===== config.mk =====
export PLATFORM = sky130hd
export DESIGN_NAME = irq_ctx_stacker
export DESIGN_NICKNAME = d
export VERILOG_FILES = /design/src/rtl/ctx_seq_pkg.sv /design/src/rtl/ctx_frame.sv /design/src/rtl/ctx_mask.sv /design/src/rtl/ctx_seq.sv /design/src/rtl/irq_ctx_stacker.sv
export SDC_FILE = /design/constraint.sdc
export NUM_CORES = 1
export LEC_CHECK = 0
export BUFFER_PORTS_ARGS = -buffer_cell sky130_fd_sc_hd__buf_4
export CAP_MARGIN = 20
export CORE_ASPECT_RATIO = 1.5
export CORE_MARGIN = 2
export CORE_UTILIZATION = 49
export CTS_BUF_LIST = sky130_fd_sc_hd__clkbuf_8
export DETAILED_ROUTE_END_ITERATION = 7
export GPL_TIMING_DRIVEN = 0
export PLACE_DENSITY_LB_ADDON = 0.3
export SETUP_SLACK_MARGIN = 0.5
export SLEW_MARGIN = 10
export SYNTH_ARGS = -nofsm -noshare
export SYNTH_HDL_FRONTEND = slang
export SYNTH_HIERARCHICAL = 1
export SYNTH_SLANG_ARGS = --single-unit

===== constraint.sdc =====
create_clock -name clk -period 2.42 [get_ports clk]
set_input_delay 0.242 -clock clk [delete_from_list [all_inputs] [get_ports clk]]
set_output_delay 0.242 -clock clk [all_outputs]
set_load 0.05 [all_outputs]

===== src/rtl/ctx_seq_pkg.sv =====
package ctx_seq_pkg;
   localparam int unsigned FRAME_BYTES = 9;
   localparam int unsigned SLOT_W      = 4;

   // stack frame slots in push order (slot 0 pushed first)
   localparam int unsigned SLOT_PCL = 0;
   localparam int unsigned SLOT_PCH = 1;
   localparam int unsigned SLOT_YL  = 2;
   localparam int unsigned SLOT_YH  = 3;
   localparam int unsigned SLOT_XL  = 4;
   localparam int unsigned SLOT_XH  = 5;
   localparam int unsigned SLOT_A   = 6;
   localparam int unsigned SLOT_B   = 7;
   localparam int unsigned SLOT_CC  = 8;

   typedef enum logic [2:0] {
      SEQ_IDLE,
      SEQ_PUSH,
      SEQ_VHI,
      SEQ_VLO,
      SEQ_PULL
   } seq_state_e;
endpackage


===== src/rtl/ctx_frame.sv =====
module ctx_frame
   import ctx_seq_pkg::*;
#(
   parameter int unsigned ADDR_W = 16
) (
   input  logic              clk,
   input  logic              snap,
   input  logic [ADDR_W-1:0] pc_in,
   input  logic [15:0]       x_in,
   input  logic [15:0]       y_in,
   input  logic [7:0]        a_in,
   input  logic [7:0]        b_in,
   input  logic [7:0]        cc_in,
   input  logic              cap,
   input  logic [SLOT_W-1:0] cap_slot,
   input  logic [7:0]        cap_byte,
   input  logic [SLOT_W-1:0] rd_slot,
   output logic [7:0]        rd_byte,
   output logic [15:0]       x_out,
   output logic [15:0]       y_out,
   output logic [7:0]        a_out,
   output logic [7:0]        b_out,
   output logic [7:0]        cc_out,
   output logic [7:0]        pc_hi
);
   logic [15:0] pc16;
   logic [7:0]  slot_q [FRAME_BYTES];
   logic [7:0]  snap_v [FRAME_BYTES];

   generate
      if (ADDR_W == 16) begin : g_pc_full
         assign pc16 = pc_in;
      end else begin : g_pc_ext
         assign pc16 = {{(16-ADDR_W){1'b0}}, pc_in};
      end
   endgenerate

   always_comb begin
      snap_v[SLOT_PCL] = pc16[7:0];
      snap_v[SLOT_PCH] = pc16[15:8];
      snap_v[SLOT_YL]  = y_in[7:0];
      snap_v[SLOT_YH]  = y_in[15:8];
      snap_v[SLOT_XL]  = x_in[7:0];
      snap_v[SLOT_XH]  = x_in[15:8];
      snap_v[SLOT_A]   = a_in;
      snap_v[SLOT_B]   = b_in;
      snap_v[SLOT_CC]  = cc_in;
   end

   always_ff @(posedge clk) begin
      for (int s = 0; s < FRAME_BYTES; s++) begin
         if (snap)
            slot_q[s] <= snap_v[s];
         else if (cap && cap_slot == SLOT_W'(s))
            slot_q[s] <= cap_byte;
      end
   end

   assign rd_byte = (rd_slot < SLOT_W'(FRAME_BYTES)) ? slot_q[rd_slot] : 8'h00;
   assign x_out   = {slot_q[SLOT_XH], slot_q[SLOT_XL]};
   assign y_out   = {slot_q[SLOT_YH], slot_q[SLOT_YL]};
   assign a_out   = slot_q[SLOT_A];
   assign b_out   = slot_q[SLOT_B];
   assign cc_out  = slot_q[SLOT_CC];
   assign pc_hi   = slot_q[SLOT_PCH];
endmodule


===== src/rtl/ctx_mask.sv =====
module ctx_mask #(
   parameter int unsigned I_POS = 4,
   parameter int unsigned X_POS = 6
) (
   input  logic       clk,
   input  logic       rst_n,
   input  logic       sw_wr,
   input  logic [7:0] sw_data,
   input  logic       entry_set,
   input  logic       entry_nmi,
   input  logic       restore,
   input  logic [7:0] restore_data,
   output logic [7:0] ccr
);
   localparam logic [7:0] CC_RST = (8'd1 << I_POS) | (8'd1 << X_POS);

   logic [7:0] sw_next;

   always_comb begin
      sw_next        = sw_data;
      sw_next[X_POS] = ccr[X_POS] & sw_data[X_POS];
   end

   always_ff @(posedge clk or negedge rst_n) begin
      if (!rst_n) begin
         ccr <= CC_RST;
      end else if (restore) begin
         ccr <= restore_data;
      end else if (entry_set) begin
         ccr[I_POS] <= 1'b1;
         if (entry_nmi) ccr[X_POS] <= 1'b1;
      end else if (sw_wr) begin
         ccr <= sw_next;
      end
   end


   x_no_sw_set_chk: assert property (@(posedge clk) disable iff (!rst_n)
      (!ccr[X_POS] && !(entry_set && entry_nmi) && !restore) |=> !ccr[X_POS]);
endmodule


===== src/rtl/ctx_seq.sv =====
module ctx_seq
   import ctx_seq_pkg::*;
#(
   parameter int unsigned ADDR_W = 16
) (
   input  logic              clk,
   input  logic              rst_n,
   input  logic              go_entry,
   input  logic              go_ret,
   input  logic              nmi,
   input  logic [ADDR_W-1:0] vec,
   input  logic              sp_wr,
   input  logic [ADDR_W-1:0] sp_wdata,
   input  logic [7:0]        mem_rdata,
   output seq_state_e        st,
   output logic [SLOT_W-1:0] idx,
   output logic [ADDR_W-1:0] sp,
   output logic [ADDR_W-1:0] mem_addr,
   output logic              mem_we,
   output logic              mem_re,
   output logic [7:0]        vhi,
   output logic              nmi_q,
   output logic              push_last,
   output logic              pull_last,
   output logic              vlo_cyc,
   output logic              busy
);
   localparam logic [SLOT_W-1:0] LAST_IDX = SLOT_W'(FRAME_BYTES - 1);
   localparam logic [ADDR_W-1:0] ONE      = ADDR_W'(1);

   logic [ADDR_W-1:0] vec_q;
   logic              at_last;

   assign at_last   = (idx == LAST_IDX);
   assign push_last = (st == SEQ_PUSH) && at_last;
   assign pull_last = (st == SEQ_PULL) && at_last;
   assign vlo_cyc   = (st == SEQ_VLO);
   assign busy      = (st != SEQ_IDLE);
   assign mem_we    = (st == SEQ_PUSH);
   assign mem_re    = (st == SEQ_PULL) || (st == SEQ_VHI) || (st == SEQ_VLO);

   always_comb begin
      unique case (st)
         SEQ_PUSH: mem_addr = sp - ONE;
         SEQ_VHI:  mem_addr = vec_q;
         SEQ_VLO:  mem_addr = vec_q + ONE;
         default:  mem_addr = sp;
      endcase
   end

   always_ff @(posedge clk or negedge rst_n) begin
      if (!rst_n) begin
         st    <= SEQ_IDLE;
         idx   <= '0;
         sp    <= '0;
         vec_q <= '0;
         nmi_q <= 1'b0;
         vhi   <= '0;
      end else begin
         unique case (st)
            SEQ_IDLE: begin
               idx <= '0;
               if (go_entry) begin
                  st    <= SEQ_PUSH;
                  vec_q <= vec;
                  nmi_q <= nmi;
               end else if (go_ret) begin
                  st <= SEQ_PULL;
               end else if (sp_wr) begin
                  sp <= sp_wdata;
               end
            end
            SEQ_PUSH: begin
               sp <= sp - ONE;
               if (at_last) st <= SEQ_VHI;
               else         idx <= idx + 1'b1;
            end
            SEQ_VHI: begin
               vhi <= mem_rdata;
               st  <= SEQ_VLO;
            end
            SEQ_VLO: st <= SEQ_IDLE;
            SEQ_PULL: begin
               sp <= sp + ONE;
               if (at_last) st <= SEQ_IDLE;
               else         idx <= idx + 1'b1;
            end
            default: st <= SEQ_IDLE;
         endcase
      end
   end


   push_sp_step_chk: assert property (@(posedge clk) disable iff (!rst_n)
      mem_we |=> (sp == $past(mem_addr)));


   pull_sp_step_chk: assert property (@(posedge clk) disable iff (!rst_n)
      (st == SEQ_PULL) |=> (sp == $past(mem_addr) + ONE));


   push_uninterrupted_chk: assert property (@(posedge clk) disable iff (!rst_n)
      ((st == SEQ_PUSH) && !at_last) |=> (st == SEQ_PUSH));
endmodule


===== src/rtl/irq_ctx_stacker.sv =====
module irq_ctx_stacker
   import ctx_seq_pkg::*;
#(
   parameter int unsigned ADDR_W = 16,
   parameter int unsigned I_POS  = 4,
   parameter int unsigned X_POS  = 6
) (
   input  logic              clk,
   input  logic              rst_n,
   input  logic              insn_done,
   input  logic              irq_req,
   input  logic              irq_nmi,
   input  logic [ADDR_W-1:0] irq_vec,
   input  logic              rti_req,
   input  logic              sp_wr,
   input  logic [ADDR_W-1:0] sp_wdata,
   output logic [ADDR_W-1:0] sp,
   input  logic              ccr_wr,
   input  logic [7:0]        ccr_wdata,
   output logic [7:0]        ccr,
   input  logic [ADDR_W-1:0] pc_in,
   input  logic [15:0]       x_in,
   input  logic [15:0]       y_in,
   input  logic [7:0]        a_in,
   input  logic [7:0]        b_in,
   output logic              pc_load,
   output logic [ADDR_W-1:0] pc_new,
   output logic              regs_load,
   output logic [15:0]       x_out,
   output logic [15:0]       y_out,
   output logic [7:0]        a_out,
   output logic [7:0]        b_out,
   output logic [ADDR_W-1:0] mem_addr,
   output logic              mem_we,
   output logic              mem_re,
   output logic [7:0]        mem_wdata,
   input  logic [7:0]        mem_rdata,
   output logic              busy
);
   generate
      if (ADDR_W < 9 || ADDR_W > 16) begin : g_bad_aw
         $error("irq_ctx_stacker: ADDR_W must lie in 9..16");
      end
      if (I_POS > 7 || X_POS > 7 || I_POS == X_POS) begin : g_bad_pos
         $error("irq_ctx_stacker: mask positions must be distinct and below 8");
      end
   endgenerate

   seq_state_e        st;
   logic [SLOT_W-1:0] idx;
   logic [7:0]        vhi, pc_hi, cc_frame;
   logic              nmi_q, push_last, pull_last, vlo_cyc;
   logic              irq_ok, go_entry, go_ret;
   logic [15:0]       pc16_new;

   assign irq_ok   = irq_req && insn_done && (irq_nmi ? !ccr[X_POS] : !ccr[I_POS]);
   assign go_ret   = !busy && rti_req;
   assign go_entry = !busy && irq_ok && !rti_req;

   ctx_seq #(.ADDR_W(ADDR_W)) u_seq (
      .clk       (clk),
      .rst_n     (rst_n),
      .go_entry  (go_entry),
      .go_ret    (go_ret),
      .nmi       (irq_nmi),
      .vec       (irq_vec),
      .sp_wr     (sp_wr),
      .sp_wdata  (sp_wdata),
      .mem_rdata (mem_rdata),
      .st        (st),
      .idx       (idx),
      .sp        (sp),
      .mem_addr  (mem_addr),
      .mem_we    (mem_we),
      .mem_re    (mem_re),
      .vhi       (vhi),
      .nmi_q     (nmi_q),
      .push_last (push_last),
      .pull_last (pull_last),
      .vlo_cyc   (vlo_cyc),
      .busy      (busy)
   );

   ctx_frame #(.ADDR_W(ADDR_W)) u_frame (
      .clk      (clk),
      .snap     (go_entry),
      .pc_in    (pc_in),
      .x_in     (x_in),
      .y_in     (y_in),
      .a_in     (a_in),
      .b_in     (b_in),
      .cc_in    (ccr),
      .cap      (st == SEQ_PULL),
      .cap_slot (SLOT_W'(FRAME_BYTES - 1) - idx),
      .cap_byte (mem_rdata),
      .rd_slot  (idx),
      .rd_byte  (mem_wdata),
      .x_out    (x_out),
      .y_out    (y_out),
      .a_out    (a_out),
      .b_out    (b_out),
      .cc_out   (cc_frame),
      .pc_hi    (pc_hi)
   );

   ctx_mask #(.I_POS(I_POS), .X_POS(X_POS)) u_mask (
      .clk          (clk),
      .rst_n        (rst_n),
      .sw_wr        (ccr_wr && !busy),
      .sw_data      (ccr_wdata),
      .entry_set    (push_last),
      .entry_nmi    (nmi_q),
      .restore      (pull_last),
      .restore_data (cc_frame),
      .ccr          (ccr)
   );

   assign pc_load   = vlo_cyc || pull_last;
   assign regs_load = pull_last;
   assign pc16_new  = vlo_cyc ? {vhi, mem_rdata} : {pc_hi, mem_rdata};
   assign pc_new    = pc16_new[ADDR_W-1:0];


   entry_sets_i_chk: assert property (@(posedge clk) disable iff (!rst_n)
      (pc_load && !regs_load) |-> ccr[I_POS]);


   restore_ccr_chk: assert property (@(posedge clk) disable iff (!rst_n)
      regs_load |=> (ccr == $past(cc_frame)));


   busy_holds_sp_chk: assert property (@(posedge clk) disable iff (!rst_n)
      (busy && !mem_we && !(mem_re && !vlo_cyc && st != SEQ_VHI)) |=> $stable(sp));
endmodule


==> flow_summary.toml <==
[timing]
max-slew-margin-rel_pct = 43.77
finClkSkew_ps = 21.01
final-max-slew-violation-count = 0
fin_crit_sh_pct = 136.3
setup_slack_ps = -879.5
rsz0062_at_grt = "true"
final_hold_viol_count = 0
holdWs_ps = 35.98
tightest_slew_ps = 839.8
clock.fmax_mhz = 303.1
setup_violations = 205
post-route-min-period_ps = 3300
tns_ps = -46180

[synthesis]
yosys-top-cells-area = "edfxtp_1, dfrtp_1, mux2_2, o21ai_0, mux2i_1"
synthArstFlopShare_pct = 43.75
avgSynthCellArea_um2 = 10.92
syn_inst = 755
synth_edf_count = 72
yosysSeqAreaShare_pct = 43.24
synth-main-ff-cell = "edfxtp_1"
syn_nets = 881
ys_ff_latch = 128
synth_cell_types = 80
synth_area_um2 = 8247
yosysWarnings = 6
synth_area_leader_cell = "edfxtp_1"
yosysTopAreaCellShare_pct = 26.22

[pwr]
ir_drop_v = 0.001089
power.static_leakage_nw = 6.389
power_frac_seq_pct = 19.6
pwr-share-clk_pct = 9.9
power_density_nw_per_um2 = 1405
swShare_pct = 50.28
total_power_w = 0.02082
power.internal_w = 0.01035
pwr-share-comb_pct = 70.5
p_switching_w = 0.01047

[die]
rows = 58
core_area_um2 = 16620
die_w_um = 109.9
die_h_um = 162.9
start_util_pct = 49.62
ios = 237
die-area_um2 = 17910

[finish]
diodes = 0
nNetsFinal = 1316
area_growth_pct = 79.76
drive_gt1_share_pct = 67.75
final_cell_mix = "buf_4, mux2_4, buf_6"
final_common_cell = "buf_4"

[clocking]
clock_latency_ps = 490
cts_tree = "built"
cts_root_buf = "clkbuf_8"
cts_buffer_depth = 2
path_clk_slew_ps = 90
htreeDepth = 4
cts.sinks = 128
numCtsBuffers = 17

[placement]
port_buffers = 236
globalplace.congestion = 0.9495
preCtsSetupSlack_ps = -608.0
dp_hpwl_mm = 21.76

[routing]
vias_per_cell = 6.926
routed_wl_mm = 44.90
routed-via-count = 9786
wl_per_cell_um = 31.77
ant_nets = 0
drt_iter0_markers = 1374
firstDrtPassIters = 8
drc = 7

[critical_path]
path_max_fanout = 7
slowest_delay_ps = 440
cp.arrival_ps = 3060
start_kind = "flop"
worstSetupEndpointType = "output port"
cp_slowest_cell = "dfrtp_2"
worst-endpoint-required_ps = 2180
critical_path_class = "reg -> out"
r2r_slack_ps = -550
crit_chain = "buf_8, inv_6, ha_4, or3b_4, or3_4, o211a_4, a211oi_4, o21ai_2, buf_6"

[global_routing]
antenna_found_initial = 0
grt_overflow = 0
grt_use_total_pct = 42.30
grt_pass1_vias = 9151
grt_pass1_wl_mm = 55.10
grt_max_degree = 57

[run]
drv_cap = 0

[hold_path]
hold_path_class = "in -> reg"

[status]
status = "complete, but fails checks"
failed_checks = "design-rule violations, negative setup slack"
[what timing repair did]
| item | 4_1_cts | 5_1_grt |
|---|---|---|
| hold buffers | 17 | 0 |
| setup buffers | 97 | 60 |
| hold endpoints to repair | 70 | 0 |
| cloned | 5 | 1 |
| pin swaps | 70 | 54 |
| resized for setup | 276 | 125 |
| setup endpoints to repair | 231 | 235 |
[per-layer routing]
metal / GRT usage (%) / share of wire, %
met1: 42.96 / 30
met3: 13.65 / 12
met2: 70.27 / 46
met5: 2.976 / 0
met4: 31.93 / 12
[cell families (layout without fill, tap and decap cells)]
group | Yosys count | in the layout | share of synthesized area, %
AND/OR/NAND/NOR | 213 | 213 | 14.93
AO/OA/AOI/OAI | 167 | 167 | 14.29
multiplexers | 131 | 131 | 19.10
flip-flops | 128 | 128 | 43.24
buffers and inverters | 86 | 534 | 4.976
XOR/XNOR | 24 | 24 | 2.549
adder cells (fa/ha/maj) | 6 | 6 | 0.9103
[state kept, by name (all words and copies together), names as in the netlist]
| signal | flops |
|---|---|
| u_seq/nmi_q | 1 |
| u_seq/vec_q | 16 |
| u_seq/vhi | 8 |
| u_frame/slot_q | 72 |
| u_seq/idx | 4 |
| u_seq/sp | 16 |
| u_mask/ccr | 8 |
| u_seq/st | 3 |
[power by group through the flow]
stage	Combinational (W)	Clock, W	Sequential [W]
3_5_place_dp	0.00994	0	0.00398
6_report	0.0147	0.00207	0.00408
2_1_floorplan	0.00595	0	0.00516
3_3_place_gp	0.00981	0	0.00396
5_1_grt	0.0149	0.00213	0.00412
4_1_cts	0.0123	0.00200	0.00392
[path summary, 6_finish.rpt]
kind,start,to,cells after the start
min in group asynchronous,rst_n,u_seq/sp[7],2
max in group asynchronous,rst_n,u_seq/vec_q[1],2
worst max-delay path,u_seq/sp[0],mem_addr[14],9
worst min-delay path,irq_nmi,u_seq/nmi_q,2
worst max register to register,u_seq/st[0],u_seq/sp[1],15
worst min register to register,u_seq/vhi[3],u_seq/vhi[3],1
[synth_stat cells (5+ instances only)]
master and number:
or2_2 5, nand2_1 40, nor3b_1 5, nor3_1 15, a21o_1 7, a32oi_1 6
a211oi_1 10, nor2_1 40, o21ai_0 47, buf_4 10, clkbuf_1 35, mux2i_1 19
inv_1 22, xor2_1 13, a2111oi_0 5, o41ai_1 5, mux2_2 95, nand3_1 15
mux4_2 8, a21oi_1 30, edfxtp_1 72, o311ai_2 6, nor2b_1 20, nand4_1 17
buf_1 5, nand4bb_1 6, xnor2_1 11, ha_1 6, or3_1 5, dfrtp_1 54
a31oi_1 7, nor4_1 6, mux2_4 9, and4_1 6, buf_2 9
[critical path: cells and delay by family, from the launching register on]
kind / cells / cell delay [ps]
DFF: 1 / 440
adders and majority gates: 1 / 160
and+or+nand+nor: 2 / 800
AOI/OAI and AO/OA: 3 / 800
buffers and inverters: 3 / 380
[final cells by class]
| type | count | area, um2 |
|---|---|---|
| Buffer | 63 | 744.5 |
| Clock buffer | 17 | 234.0 |
| Clock inverter | 15 | 173.9 |
| Fill cell | 654 | 1794 |
| Inverter | 23 | 108.9 |
| Multi-Input combinational cell | 541 | 5922 |
| Sequential cell | 128 | 3582 |
| Tap cell | 210 | 262.8 |
| Timing Repair Buffer | 416 | 3796 |
[per-stage QoR]
stage                     instances  area (um2)  util (%)
after global routing           1413       14820     89.20
after CTS                      1352       13850     83.37
after floorplan                 755        9224         -
after global placement         1201       11260     67.75
after detailed placement       1201       11260     67.78
final                          1413       14820     89.20
Note: power is estimated with default switching activity, not from simulation.
